[config.mk]
export PLATFORM = sky130hd
export DESIGN_NAME = irq_controller
export DESIGN_NICKNAME = d
export VERILOG_FILES = /design/src/rtl/irqc_pkg.sv /design/src/rtl/irqc_rst_sync.sv /design/src/rtl/irqc_pending.sv /design/src/rtl/irqc_tick_counter.sv /design/src/rtl/irqc_arm.sv /design/src/rtl/irq_controller.sv
export SDC_FILE = /design/constraint.sdc
export NUM_CORES = 1
export LEC_CHECK = 0
export ABC_AREA = 1
export CORE_MARGIN = 5
export CORE_UTILIZATION = 48
export CTS_BUF_LIST = sky130_fd_sc_hd__clkbuf_16
export CTS_CLUSTER_DIAMETER = 40
export DETAILED_ROUTE_END_ITERATION = 8
export PLACE_DENSITY = 0.94
export SYNTH_ARGS = -nofsm -noshare
export SYNTH_HDL_FRONTEND = slang
export SYNTH_SLANG_ARGS = --single-unit
[constraint.sdc]
create_clock -name clk -period 2.7 [get_ports clk]
set_input_delay 0.405 -clock clk [delete_from_list [all_inputs] [get_ports clk]]
set_output_delay 0.405 -clock clk [all_outputs]
set_load 0.1 [all_outputs]
[src/rtl/irqc_pkg.sv]
package irqc_pkg;
  localparam int unsigned LINE_SERIAL = 0;
  localparam int unsigned LINE_TICK   = 1;
  localparam int unsigned LINE_AUDIO  = 2;
  localparam int unsigned NUM_LINES   = 3;
  localparam int unsigned ENABLE_BIT  = 7;

  typedef enum logic [1:0] {
    ARM_OFF  = 2'd0,
    ARM_HOLD = 2'd1,
    ARM_LIVE = 2'd2
  } arm_state_t;
endpackage

[src/rtl/irqc_rst_sync.sv]
module irqc_rst_sync (
  input  logic clk,
  input  logic rst_n,
  output logic rst_sync_n
);
  logic stage1_q;
  logic stage2_q;

  always_ff @(posedge clk or negedge rst_n) begin
    if (!rst_n) begin
      stage1_q <= 1'b0;
      stage2_q <= 1'b0;
    end else begin
      stage1_q <= 1'b1;
      stage2_q <= stage1_q;
    end
  end

  assign rst_sync_n = stage2_q;
endmodule

[src/rtl/irqc_pending.sv]
module irqc_pending #(
  parameter int unsigned LINES = 3
) (
  input  logic             clk,
  input  logic             rst_n,
  input  logic [LINES-1:0] req_in,
  input  logic             clear,
  output logic [LINES-1:0] pend
);
  logic [LINES-1:0] pend_q;
  logic [LINES-1:0] pend_d;

  always_comb begin
    if (clear) pend_d = '0;
    else       pend_d = pend_q | req_in;
  end

  always_ff @(posedge clk or negedge rst_n) begin
    if (!rst_n) pend_q <= '0;
    else        pend_q <= pend_d;
  end

  assign pend = pend_q;

  // a write empties every flag at its edge
  assert_write_clears_R4: assert property (@(posedge clk) disable iff (!rst_n)
    clear |=> (pend_q == '0));

  // without a write no flag drops
  assert_flags_sticky_R3: assert property (@(posedge clk) disable iff (!rst_n)
    !clear |=> ((pend_q & $past(pend_q)) == $past(pend_q)));
endmodule

[src/rtl/irqc_tick_counter.sv]
module irqc_tick_counter #(
  parameter int unsigned TICK_W = 24
) (
  input  logic              clk,
  input  logic              rst_n,
  input  logic              tick_in,
  output logic [TICK_W-1:0] count
);
  logic [TICK_W-1:0] cnt_q;
  logic [TICK_W-1:0] cnt_d;

  always_comb begin
    if (tick_in) cnt_d = cnt_q + 1'b1;
    else         cnt_d = cnt_q;
  end

  always_ff @(posedge clk or negedge rst_n) begin
    if (!rst_n) cnt_q <= '0;
    else        cnt_q <= cnt_d;
  end

  assign count = cnt_q;

  // one step per tick, modulo the counter width
  assert_tick_step_R5: assert property (@(posedge clk) disable iff (!rst_n)
    tick_in |=> (cnt_q == TICK_W'($past(cnt_q) + 1'b1)));

  // no tick, no change
  assert_tick_hold_R5: assert property (@(posedge clk) disable iff (!rst_n)
    !tick_in |=> $stable(cnt_q));
endmodule

[src/rtl/irqc_arm.sv]
module irqc_arm
  import irqc_pkg::*;
#(
  parameter int unsigned ARM_DELAY = 15
) (
  input  logic clk,
  input  logic rst_n,
  input  logic bus_write,
  input  logic enable_bit,
  input  logic any_pending,
  output logic irq
);
  localparam int unsigned CNT_W = ($clog2(ARM_DELAY + 1) > 0) ? $clog2(ARM_DELAY + 1) : 1;
  localparam logic [CNT_W-1:0] DELAY_LOAD = CNT_W'(ARM_DELAY);
  localparam logic [CNT_W-1:0] LAST_HOLD  = CNT_W'(1);

  arm_state_t       state_q, state_d;
  logic [CNT_W-1:0] hold_q, hold_d;
  logic             irq_q, irq_d;
  logic             deliver;

  assign deliver = (state_q == ARM_LIVE) && any_pending && !bus_write;

  always_comb begin
    state_d = state_q;
    hold_d  = hold_q;
    irq_d   = deliver;
    if (bus_write) begin
      if (enable_bit) begin
        if (ARM_DELAY == 0) begin
          state_d = ARM_LIVE;
          hold_d  = '0;
        end else begin
          state_d = ARM_HOLD;
          hold_d  = DELAY_LOAD;
        end
      end else begin
        state_d = ARM_OFF;
        hold_d  = '0;
      end
    end else begin
      unique case (state_q)
        ARM_HOLD: begin
          if (hold_q == LAST_HOLD) begin
            state_d = ARM_LIVE;
            hold_d  = '0;
          end else begin
            hold_d = hold_q - 1'b1;
          end
        end
        ARM_LIVE: begin
          if (deliver) state_d = ARM_OFF;
        end
        default: begin
          state_d = ARM_OFF;
          hold_d  = '0;
        end
      endcase
    end
  end

  always_ff @(posedge clk or negedge rst_n) begin
    if (!rst_n) begin
      state_q <= ARM_OFF;
      hold_q  <= '0;
      irq_q   <= 1'b0;
    end else begin
      state_q <= state_d;
      hold_q  <= hold_d;
      irq_q   <= irq_d;
    end
  end

  assign irq = irq_q;

  // disarmed means no request on the next edge
  assert_off_quiet_R6: assert property (@(posedge clk) disable iff (!rst_n)
    (state_q == ARM_OFF) |=> !irq_q);

  // the hold-off window never delivers
  assert_hold_quiet_R8: assert property (@(posedge clk) disable iff (!rst_n)
    (state_q == ARM_HOLD) |=> !irq_q);

  // the request lasts one clock
  assert_single_pulse_R7: assert property (@(posedge clk) disable iff (!rst_n)
    irq_q |=> !irq_q);

  // delivery leaves the controller disarmed
  assert_self_disarm_R7: assert property (@(posedge clk) disable iff (!rst_n)
    $rose(irq_q) |-> (state_q == ARM_OFF));
endmodule

[src/rtl/irq_controller.sv]
module irq_controller
  import irqc_pkg::*;
#(
  parameter int unsigned DATA_W    = 32,
  parameter int unsigned TICK_W    = 24,
  parameter int unsigned ARM_DELAY = 15
) (
  input  logic                 clk,
  input  logic                 rst_n,
  input  logic [NUM_LINES-1:0] req_in,
  input  logic                 cs,
  input  logic                 rd_en,
  input  logic                 wr_en,
  input  logic [DATA_W-1:0]    wr_data,
  output logic [DATA_W-1:0]    rd_data,
  output logic                 irq_out
);
  localparam int unsigned TICK_LSB = DATA_W - TICK_W;
  localparam int unsigned PAD_W    = TICK_LSB - NUM_LINES;

  logic                 rst_sync_n;
  logic                 bus_write;
  logic                 bus_read;
  logic [NUM_LINES-1:0] pend;
  logic [TICK_W-1:0]    ticks;
  logic [DATA_W-1:0]    status_word;
  logic                 unused_wr_bits;

  assign bus_write      = cs && wr_en;
  assign bus_read       = cs && rd_en;
  assign unused_wr_bits = ^{wr_data[DATA_W-1:ENABLE_BIT+1], wr_data[ENABLE_BIT-1:0]};

  irqc_rst_sync u_rst_sync (
    .clk        (clk),
    .rst_n      (rst_n),
    .rst_sync_n (rst_sync_n)
  );

  irqc_pending #(.LINES(NUM_LINES)) u_pending (
    .clk    (clk),
    .rst_n  (rst_sync_n),
    .req_in (req_in),
    .clear  (bus_write),
    .pend   (pend)
  );

  irqc_tick_counter #(.TICK_W(TICK_W)) u_ticks (
    .clk     (clk),
    .rst_n   (rst_sync_n),
    .tick_in (req_in[LINE_TICK]),
    .count   (ticks)
  );

  irqc_arm #(.ARM_DELAY(ARM_DELAY)) u_arm (
    .clk         (clk),
    .rst_n       (rst_sync_n),
    .bus_write   (bus_write),
    .enable_bit  (wr_data[ENABLE_BIT]),
    .any_pending (|pend),
    .irq         (irq_out)
  );

  assign status_word = {ticks, {PAD_W{1'b0}}, pend};

  always_comb begin
    if (bus_read) rd_data = status_word;
    else          rd_data = '0;
  end

  // the bus stays quiet when no read is selected
  assert_idle_bus_R2: assert property (@(posedge clk) disable iff (!rst_sync_n)
    !bus_read |-> (rd_data == '0));

  // a request to the CPU needs a pending flag before it
  assert_irq_needs_flag_R7: assert property (@(posedge clk) disable iff (!rst_sync_n)
    $rose(irq_out) |-> ($past(pend) != '0));
endmodule

==> After elaboration in Yosys (flattened, before gate mapping) <==
Index checks and enable logic that the tools add are counted.
{ "word_totals": {"regBits": 36, "in_bits": 40, "output_inout_bits": 33, "elab_cells": 34} }
{ "op_classes": {"add_sub_neg": 2, "eq_ne": 6, "mux": 11, "bitwise_logic": 1, "n_reduce_logical": 7} }
{ "op_table": {"columns": ["op", "n"], "rows": [
  ["2-to-1 mux 32 bit", 1],
  ["adder 24 x 1 -> 24 bit, second input constant", 1],
  ["2-to-1 mux 4 bit", 3],
  ["case mux 4 bit (2 select lines)", 1],
  ["2-to-1 mux 2 bit", 3],
  ["inequality test 3 x 1 -> 1 bit, second input constant", 2],
  ["== test 4 x 1 -> 1 bit, second input constant", 1],
  ["logical AND 1 bit", 4],
  ["case mux 2 bit (2 select lines)", 1],
  ["subtractor 4 x 1 -> 4 bit, second input constant", 1],
  ["2-to-1 mux 3 bit", 1],
  ["bitwise OR 3 bit", 1],
  ["OR reduction 3 bit", 1],
  ["== test 2 x 1 -> 1 bit, second input constant", 1],
  ["== test 2 bit, second input constant", 1],
  ["inequality test 2 x 1 -> 1 bit, second input constant", 1],
  ["AND reduction 2 bit", 1],
  ["zero test 1 bit", 1],
  ["2-to-1 mux 1 bit", 1]
]} }

==> Logic depth before layout (Yosys ltp) <==
{ "depth": {"word_depth": 6, "depth_mapped": 8, "ltp_nobuf": 8} }

==> Modules after synthesis <==
From an unflattened synthesis, not the netlist that was laid out.
{ "unflattened": {"cells_unflattened": 273, "area_unflattened_um2": 2097.0} }
{ "by_module_without_submodules": {"columns": ["mod", "instances", "cells_per_inst", "area_each_um2", "seq_area_each_um2"], "rows": [
  ["irqc_tick_counter", 1, 151, 1285.0, 600.6],
  ["irqc_arm", 1, 43, 365.4, 175.2],
  ["irq_controller", 1, 67, 295.3, 0.0],
  ["irqc_pending", 1, 9, 97.6, 75.1],
  ["irqc_rst_sync", 1, 3, 53.8, 50.0]
]} }

==> Least setup slack after synthesis <==
Ideal clock, no wire load.
{ "synth_timing": {"kind": "input to output", "from": "in rd_en", "to": "out rd_data[11]", "arrival_ns": 2.031, "required_ns": 2.295, "setup_slack_ns": 0.264, "stages": 3, "n_path_buf": 1, "path_cell_list": "nand2_1 -> clkbuf_1 -> nor2_1"} }
{ "synth_between": {"elab_chain_cells": 2} }
{ "synth_rtl": {"columns": ["item", "line", "source"], "rows": [
  ["from (decl)", "irq_controller.sv:12", "input logic rd_en,"],
  ["logical AND 1 bit", "irq_controller.sv:30", "assign bus_read = cs && rd_en;"],
  ["2-to-1 mux 32 bit", "irq_controller.sv:66", "if (bus_read) rd_data = status_word;"],
  ["to (decl)", "irq_controller.sv:15", "output logic [DATA_W-1:0] rd_data,"]
]} }
Every way passes these cells.

==> Worst setup path in the final report <==
{ "layout_timing": {"from": "in cs", "to": "out rd_data[27]"} }
{ "layout_between": {"elab_chain_cells": 2} }
{ "layout_rtl": {"columns": ["item", "line", "source"], "rows": [
  ["from (decl)", "irq_controller.sv:11", "input logic cs,"],
  ["logical AND 1 bit", "irq_controller.sv:30", null],
  ["2-to-1 mux 32 bit", "irq_controller.sv:66", null]
]} }
Every way passes these cells.

==> flow_summary.yaml <==
clocking:
  clockRootBuffer: "clkbuf_16"
  cts_setup_buffers: 0
  clk_latency_ns: 0.28
  h-tree-depth: 2
  cts.repair.resized: 0
  cts_buffer_depth: 2
  postCtsHoldBufs: 0
  cts.sink_count: 36
  cts_buffers: 5
  cts_tree: "built"
  cts.clk_slew.worst_paths_ns: 0.05
worst_setup_path:
  worst-endpoint-required_ns: 2.30
  worstReg2RegStart: "u_ticks.count[0]"
  path_cells: "clkdlybuf4s50_1 -> nand2_1 -> buf_4 -> nor2_1 -> buf_12"
  end_kind: "output port"
  r2r_cells: 8
  r2r_slack_ns: 1.20
  critPathSlowestCell: "clkdlybuf4s50_1"
  worstReg2RegEnd: "u_ticks.count[22]"
  cp.arrival_ns: 1.62
  crit_fanout: 27
  crit_type: "in2out"
  critPathMaxStageDelay_ns: 0.49
  crit_path_start_kind: "input pin"
synthesis:
  syn_inst: 274
  ys_types: 22
  synthSimpleGateAreaFrac_pct: 32.0
  synth_compound_area_share_pct: 1.82
  syn_area_um2: 2060
  synthAdderAreaFrac_pct: 1.82
  synth.ff_latch_count: 36
  avgSynthCellArea_um2: 7.53
  synth_top_family_by_area: "simple AND/OR/NAND/NOR gates"
  synth.mux.area_fraction_pct: 0
  ys_seq_area_share_pct: 43.6
  synth_xor_area_share_pct: 7.64
  yosysWarnings: 0
final_layout:
  layout.nets: 358
  final_cell_area_um2: 2870
  antenna_cells: 0
  layout-drive-gt1-share_pct: 18.0
  final_cells: 366
  nFillCells: 285
  area_delta_synth_final_pct: 39.0
global_routing:
  grt_pass1_vias: 1857
  grt_max_degree: 35
  grt_pass1_wl_um: 8140
  track_usage_pct: 18.7
  antenna_found_initial: 0
  grt-ovfl-total: 0
route:
  drt_iter0_markers: 211
  vias: 1831
  drc: 0
  routed_wl_um: 4690
  viasPerCell: 5.00
  first_pass_iters: 5
  antenna_left: 0
  avgRoutedWirePerCell_um: 12.8
power_and_ir_drop:
  seq_power_share_pct: 37.8
  clock_power_share_pct: 28.6
  irDropWorstVdd_v: 0.000493
  switching_power_mw: 0.732
  power_leakage_nw: 1.46
  finalPower_mw: 1.89
  internal_power_mw: 1.16
  combPwrFrac_pct: 33.6
  p_per_area_nw_per_um2: 658
  switching_share_pct: 38.8
sta:
  worst_pin_slew_ns: 0.534
  finalCritPeriodShare_pct: 74.8
  tns_ns: 0
  hold_ws_ns: 0.283
  setup_viol: 0
  slew_headroom_pct: 64.1
  slew_viol_final: 0
  period_minus_slack_ns: 2.02
  fmax_ghz: 0.495
  rsz0062_at_grt: "no"
  finalHoldViolCount: 0
  skew_ns: 0.00223
floorplan:
  fp.dieArea_um2: 5710
  num_rows: 23
  core_um2: 4090
  io_pins: 73
  die_w_um: 75.6
  initial_utilization_pct: 50.5
  die_h_um: 75.6
run:
  max-cap-violations: 0
run_status:
  status: "complete, no violations"
placement:
  placed_cells: 358
  gp_congestion: 0.937
  dpl_cell_area_um2: 2730
  io_buffers: 36
  dpl.hpwl_um: 3450
min_path:
  hold_class: "reg2async"
==> power groups by stage <==
stage	Sequential [mW]	Combinational (mW)	Clock (mW)
2_1_floorplan	0.718	0.446	0
3_3_place_gp	0.710	0.609	0
3_5_place_dp	0.718	0.630	0
4_1_cts	0.711	0.636	0.547
5_1_grt	0.724	0.677	0.572
6_report	0.713	0.634	0.540
==> final cells by class <==
cell class                 count  area (um2)  area share, %
clock buffer                   5         125           4.36
clock inverter                 3        11.3          0.392
inverter                      56         210           7.33
multi-input combinational    178         916           31.9
sequential                    36         901           31.4
tap                           50        62.6           2.18
timing repair buffer          38         643           22.4
==> registers in the layout (all words and copies together), names as in the netlist <==
name                   cells
u_pending.pend             3
u_arm.irq                  1
u_arm.state_q              2
u_arm.hold_q               4
u_ticks.count             24
u_rst_sync.stage1_q        1
u_rst_sync.rst_sync_n      1
==> per-layer routing <==
metal	GRT usage, %	vias up	share of wire, %
li1	-	886	-
met1	22.0	862	40
met2	32.8	72	51
met3	5.28	11	7.3
met4	6.41	0	2.3
met5	0	-	0
==> cells by family after synthesis <==
group,Yosys count
and+or+nand+nor,145
adders and majority gates,3
buffers and inverters,64
DFF,36
xor gates and xnor gates,18
AOI/OAI and AO/OA,6
other,2
==> metrics by stage <==
step / setup WS [ns] / util, %
after global routing: 0.608 / 70.2
after CTS: 0.665 / 70.2
after floorplan: 0.264 / -
after detailed placement: 0.666 / 66.9
after global placement: 0.708 / 66.9
final: 0.679 / 70.2
==> critical path: cells and delay by family <==
family	cells	cell delay [ns]
buf+inv	3	0.92
simple gates	2	0.28
==> Yosys cell counts, drive strengths merged <==
cell type  count  area share (%)
nand2         59              12
nor2          58              13
inv           56              10
dfrtp         36              44
nand3         20             5.3
xor2          16             6.8
buf            6             2.2
nor3           5             1.2
ha             3             1.8
o211ai         3             1.1
clkbuf         2            0.36
conb           2            0.36
nand4          2            0.61
o21ai          2            0.48
xnor2          2            0.85
a21oi          1            0.24
nor4           1            0.30
==> cells in the final DEF (no fill, tap or decap), drive strengths merged <==
master and n:
nand2 59, inv 58, nor2 58, dfrtp 36, buf 30, nand3 20
xor2 16, clkdlybuf4s50 8, conb 6, nor3 5, clkbuf 5, o211ai 3
ha 3, o21ai 2, nand4 2, xnor2 2, a21oi 1, nor4 1
clkinv 1
==> how the worst max path moves through the flow <==
stage                         start                end  slack [ns]  cells past startpoint
after floorplan               rd_en        rd_data[11]        0.26                      3
after CTS                        cs        rd_data[27]        0.66                      5
after global routing             cs        rd_data[29]        0.61                      5
final                            cs        rd_data[27]        0.68                      5
after detailed placement  req_in[1]  u_ticks.count[23]        0.67                      8
after global placement           cs        rd_data[27]        0.71                      5
No activity file was read; power rests on OpenSTA's default activity.
